`config.mk`:
```
export PLATFORM = sky130hd
export DESIGN_NAME = seg_access_guard
export DESIGN_NICKNAME = d
export VERILOG_FILES = /design/src/rtl/seg_guard_pkg.sv /design/src/rtl/seg_priv_rule.sv /design/src/rtl/seg_type_rule.sv /design/src/rtl/seg_limit_rule.sv /design/src/rtl/seg_access_guard.sv
export SDC_FILE = /design/constraint.sdc
export NUM_CORES = 1
export LEC_CHECK = 0
export BUFFER_PORTS_ARGS = -buffer_cell sky130_fd_sc_hd__buf_4
export CAP_MARGIN = 20
export CORE_ASPECT_RATIO = 1.5
export CORE_UTILIZATION = 47
export CTS_BUF_LIST = sky130_fd_sc_hd__clkbuf_8
export DETAILED_ROUTE_END_ITERATION = 16
export PLACE_DENSITY = 0.84
export RECOVER_POWER = 25
export SLEW_MARGIN = 20
export SYNTH_ARGS = -nofsm -noshare
export SYNTH_HDL_FRONTEND = slang
export SYNTH_SLANG_ARGS = --single-unit
```
`constraint.sdc`:
```
create_clock -name clk -period 2.7 [get_ports clk]
set_input_delay 0 -clock clk [delete_from_list [all_inputs] [get_ports clk]]
set_output_delay 0 -clock clk [all_outputs]
set_load 0.01 [all_outputs]
```
`src/rtl/seg_guard_pkg.sv`:
```
package seg_guard_pkg;

    typedef enum logic [2:0] {
        OP_DATA_LD  = 3'd0,
        OP_STACK_LD = 3'd1,
        OP_FAR_JMP  = 3'd2,
        OP_FAR_CALL = 3'd3,
        OP_GATE_JMP = 3'd4,
        OP_GATE_CALL= 3'd5
    } op_e;

    typedef enum logic [2:0] {
        FLT_NONE   = 3'd0,
        FLT_PRIV   = 3'd1,
        FLT_TYPE   = 3'd2,
        FLT_LIMIT  = 3'd3,
        FLT_ABSENT = 3'd4
    } fault_e;

    // access byte, msb first
    typedef struct packed {
        logic       present;
        logic [1:0] dpl;
        logic       s;
        logic       exec;
        logic       conf_ed;
        logic       rd_wr;
        logic       touched;
    } acc_t;

    typedef struct packed {
        logic       valid;
        logic       grant;
        fault_e     fault;
    } verdict_t;

endpackage

```
`src/rtl/seg_priv_rule.sv`:
```
module seg_priv_rule
    import seg_guard_pkg::*;
#(
    parameter int PL_W = 2
) (
    input  logic [2:0]      op,
    input  logic [PL_W-1:0] cpl,
    input  logic [PL_W-1:0] rpl,
    input  logic [PL_W-1:0] dpl,
    input  logic [PL_W-1:0] gate_dpl,
    input  logic            conforming,
    output logic            priv_ok
);
    logic [PL_W-1:0] eff_pl;

    always_comb begin
        eff_pl = (cpl > rpl) ? cpl : rpl;
        case (op)
            OP_DATA_LD:   priv_ok = (dpl >= eff_pl);
            OP_STACK_LD:  priv_ok = (rpl == cpl);
            OP_FAR_JMP,
            OP_FAR_CALL:  priv_ok = conforming ? (dpl <= cpl) : (dpl == cpl);
            OP_GATE_JMP:  priv_ok = (eff_pl <= gate_dpl) && (dpl == cpl);
            OP_GATE_CALL: priv_ok = (eff_pl <= gate_dpl) && (dpl <= cpl);
            default:      priv_ok = 1'b1;   // reserved ops fault on type
        endcase
    end
endmodule

```
`src/rtl/seg_type_rule.sv`:
```
module seg_type_rule
    import seg_guard_pkg::*;
(
    input  logic [2:0] op,
    input  acc_t       acc,
    output logic       type_ok
);
    always_comb begin
        if (!acc.s) begin
            type_ok = 1'b0;
        end else begin
            case (op)
                OP_DATA_LD:   type_ok = acc.exec ? acc.rd_wr : 1'b1;
                OP_STACK_LD:  type_ok = !acc.exec && acc.rd_wr;
                OP_FAR_JMP,
                OP_FAR_CALL,
                OP_GATE_JMP,
                OP_GATE_CALL: type_ok = acc.exec;
                default:      type_ok = 1'b0;
            endcase
        end
    end
endmodule

```
`src/rtl/seg_limit_rule.sv`:
```
module seg_limit_rule #(
    parameter int LIM_W      = 20,
    parameter int OFS_W      = 32,
    parameter int GRAN_SHIFT = 12
) (
    input  logic [LIM_W-1:0] seg_limit,
    input  logic             seg_gran,
    input  logic             expand_down,
    input  logic [OFS_W-1:0] offset,
    output logic             limit_ok
);
    localparam int EXT_W = LIM_W + GRAN_SHIFT;

    logic [EXT_W-1:0] scaled;
    logic [OFS_W-1:0] eff_limit;
    logic             above;

    always_comb begin
        scaled    = {seg_limit, {GRAN_SHIFT{1'b1}}};
        eff_limit = seg_gran ? OFS_W'(scaled) : OFS_W'(seg_limit);
        above     = (offset > eff_limit);
        limit_ok  = expand_down ? above : !above;
    end
endmodule

```
`src/rtl/seg_access_guard.sv`:
```
module seg_access_guard
    import seg_guard_pkg::*;
#(
    parameter int PL_W       = 2,
    parameter int LIM_W      = 20,
    parameter int OFS_W      = 32,
    parameter int GRAN_SHIFT = 12
) (
    input  logic             clk,
    input  logic             rst_n,
    input  logic             req_valid,
    input  logic [2:0]       op,
    input  logic [PL_W-1:0]  cpl,
    input  logic [PL_W-1:0]  rpl,
    input  logic [PL_W-1:0]  gate_dpl,
    input  logic [7:0]       access,
    input  logic [LIM_W-1:0] seg_limit,
    input  logic             seg_gran,
    input  logic [OFS_W-1:0] offset,
    output logic             rsp_valid,
    output logic             grant,
    output logic [2:0]       fault
);
    acc_t     acc;
    logic     priv_ok;
    logic     type_ok;
    logic     limit_ok;
    logic     exp_down;
    verdict_t st_d;
    verdict_t st_q;

    assign acc      = acc_t'(access);
    assign exp_down = acc.s && !acc.exec && acc.conf_ed;

    seg_priv_rule #(.PL_W(PL_W)) u_priv (
        .op         (op),
        .cpl        (cpl),
        .rpl        (rpl),
        .dpl        (PL_W'(acc.dpl)),
        .gate_dpl   (gate_dpl),
        .conforming (acc.exec && acc.conf_ed),
        .priv_ok    (priv_ok)
    );

    seg_type_rule u_type (
        .op      (op),
        .acc     (acc),
        .type_ok (type_ok)
    );

    seg_limit_rule #(
        .LIM_W      (LIM_W),
        .OFS_W      (OFS_W),
        .GRAN_SHIFT (GRAN_SHIFT)
    ) u_limit (
        .seg_limit   (seg_limit),
        .seg_gran    (seg_gran),
        .expand_down (exp_down),
        .offset      (offset),
        .limit_ok    (limit_ok)
    );

    always_comb begin
        st_d = '{valid: 1'b0, grant: 1'b0, fault: FLT_NONE};
        if (req_valid) begin
            st_d.valid = 1'b1;
            if (!acc.present)  st_d.fault = FLT_ABSENT;
            else if (!priv_ok) st_d.fault = FLT_PRIV;
            else if (!type_ok) st_d.fault = FLT_TYPE;
            else if (!limit_ok) st_d.fault = FLT_LIMIT;
            else               st_d.fault = FLT_NONE;
            st_d.grant = (st_d.fault == FLT_NONE);
        end
    end

    always_ff @(posedge clk) begin
        if (!rst_n) st_q <= '{valid: 1'b0, grant: 1'b0, fault: FLT_NONE};
        else        st_q <= st_d;
    end

    assign rsp_valid = st_q.valid;
    assign grant     = st_q.grant;
    assign fault     = st_q.fault;
endmodule

```
==> impl_results.md <==
* Status: completed
* Final worst slack at 0.585 ns
* Power Density at 241 mW/mm²
* # clock sinks at 5
* Largest net degree at the start of global routing at 33
* Worst vdd ir at 0.237 mV
* Number of I/O pins at 78
* Leakage at 0.00109 µW
* Layout cells sized above 1 at 34.5%
* Worst Hold Endpoint: rsp_valid
* Final HPWL DP at 3270 µm
* #FFs+latches synth at 5
* YS warnings at 0
* Sequential fraction of the synthesis area at 6.99%
* TritonCTS clock tree: built
* Period utilization at 78.4%
* Most frequent cells in the layout: buf_4, ha_1, nand2_1, nor2_1, a21oi_1
* Post-synth ARST share at 0%
* Number of global-route vias before repair at 1535
* Library cells used by synthesis at 44
* # rows at 24
* CP Class: in2reg
* Tot Pwr at 502 µW
* Leading cell type in the layout, fill and taps excluded: buf_4
* Number of diodes at 0
* Die W at 47.1 µm
* DR iter-0 viols at 6
* Worst min path class: in2reg
* DR vias/cell at 5.32
* DIE AREA at 0.00327 mm²
* Final min period at 2.12 ns
* Critical Path RT at 2.86 ns
* Layout area overhead at 45.8%
* Placer Congestion at 0.778
* Worst Tran Pin Value at 0.364 ns
* Top_reg_cell synth: dfxtp_1
* Slew Limit Fails at 0
* Worst Path Max Fanout at 2
* Hold_sp: req_valid
* Synth Net Count at 301
* Antenna violations before repair at 0
* First-pass GRT wire length at 5590 µm
* Post_cts resized at 0
* Syn_area_per_cell at 7.65 µm²
* CTS root buffer: clkbuf_8
* Final TNS setup at 0 ns
* Syn Inst Count at 187
* Fillcell total at 247
* # nets final at 379
* Overflow after GRT at 0
* Die Y-Extent at 69.6 µm
* Antenna-violating nets left at 0
* EDFF count, synth at 0
* Hold Path Stages at 2
* Port bufs at 76
* Endpoints failing setup at 0
* Worst Setup End Kind: flop
* Post-Syn Area at 0.00143 mm²
* Routed len/inst at 11.9 µm
* Total track usage at 22.3%
* Initial cell density of the core at 49.1%
* RSZ-0062 raised after global routing: no
* Remaining routing DRC violations at 0
* Core Region at 0.00291 mm²
* Max clock buf depth at 2
* Total Wirelength at 3610 µm
* Slew headroom at 75.5%
* # H-tree levels at 1
* Final hold vios at 0
* Arrival @ worst endpoint at 2.27 ns
* Post-place setup slack at 0.355 ns
* Inserted Clock Buffers at 3
* Clock-pin slew on the worst setup and hold paths at 0.03 ns
* Detailed-route via count at 1613
* Startpoint Class: input port
* Number of max-cap violations at 0
* Pre-Repair DR Iteration Count at 4
* Peak Freq at 473 MHz
-- repair_timing --
action                                 4_1_cts  5_1_grt
hold buffers                                 1        0
endpoints found under the hold margin        1        0
setup buffers                                0        0
setup endpoints to repair                    0        0
-- how the worst max path moves through the flow --
stage	slack, ns	cells after the start	from	end
after floorplan	0.43	11	seg_gran	fault[1]
after global placement	0.38	13	cpl[1]	fault[1]
after detailed placement	0.36	13	cpl[1]	fault[1]
after CTS	0.57	13	cpl[1]	fault[1]
after global routing	0.36	13	cpl[1]	fault[1]
final	0.58	13	cpl[1]	fault[1]
-- worst max-delay path, cell delays in order --
cell and delay (ns):
buf_4 0.08, inv_1 0.05, ha_1 0.30, nand2b_1 0.17, o21ai_0 0.09, mux2_2 0.37
ha_1 0.27, o21ai_0 0.07, a221oi_1 0.27, a311oi_1 0.08, a31oi_1 0.19, nand3_1 0.11
o21ba_1 0.21
-- flip-flops by register name, indices dropped and copies added, names as in the netlist --
name	flops
grant	1
fault	3
rsp_valid	1
-- layout make-up --
cell class / count / area [µm²] / area share, %
clock buffers: 3 / 41.3 / 1.98
multi-input cells: 167 / 1270 / 61.1
flip-flops and latches: 5 / 100 / 4.80
repair buffers: 77 / 577 / 27.6
inverters: 11 / 41.3 / 1.98
well taps: 39 / 48.8 / 2.34
clock inverters: 1 / 3.75 / 0.180
-- routing by layer --
metal  vias up  share of wire (%)  GRT usage, %  wire (µm)
met5         -                  0             0          0
met2        56                 56          46.1       2030
met4         0                1.6          4.44         58
met1       702                 37          19.9       1340
met3         6                5.0          3.65        180
li1        849                  -             -          -
-- cell usage after synthesis, types with 2 or more instances --
library cell  instances  area (µm²)
mux2i_1               8        80.1
nand4_2               2        25.0
nand3b_1              2        15.0
or2b_2                2        17.5
dfxtp_1               5         100
o21ai_0               8        40.0
ha_1                 41         513
a21oi_1              17        85.1
clkbuf_1              3        11.3
nor2_1               19        71.3
nand2_1              24        90.1
nor2b_1               3        18.8
inv_1                11        41.3
a21o_1                2        15.0
o211ai_1              2        15.0
nand4_1               7        43.8
nor4_1                2        12.5
nand3_1               2        10.0
nor3_1                2        10.0
-- power by group --
part / leakage [µW] / total, µW / switching [µW] / internal, µW
clock: 0.0000269 / 129 / 32.4 / 97.1
combinational: 0.00102 / 295 / 136 / 159
sequential: 0.0000409 / 77.8 / 0.619 / 77.2
-- stage by stage --
| step | cells | cell area [µm²] | util [%] | hold slack, ns |
|---|---|---|---|---|
| 2_1_floorplan | 187 | 1430 | - | 0.0716 |
| 5_1_grt | 303 | 2090 | 71.6 | 0.118 |
| 3_5_place_dp | 298 | 2040 | 69.9 | 0.179 |
| 6_report | 303 | 2090 | 71.6 | 0.0999 |
| 3_3_place_gp | 298 | 2040 | 69.9 | 0.180 |
| 4_1_cts | 303 | 2090 | 71.8 | 0.0659 |
-- kinds of logic after synthesis --
logic type	after synthesis	synth area share, %
AOI/OAI and AO/OA	42	18.9
xor gates and xnor gates	1	1.14
adders and majority gates	41	35.8
buffers and inverters	15	3.93
DFF	5	6.99
muxes	9	6.38
and+or+nand+nor	74	26.8
Note: power is estimated with default switching activity, not from simulation.
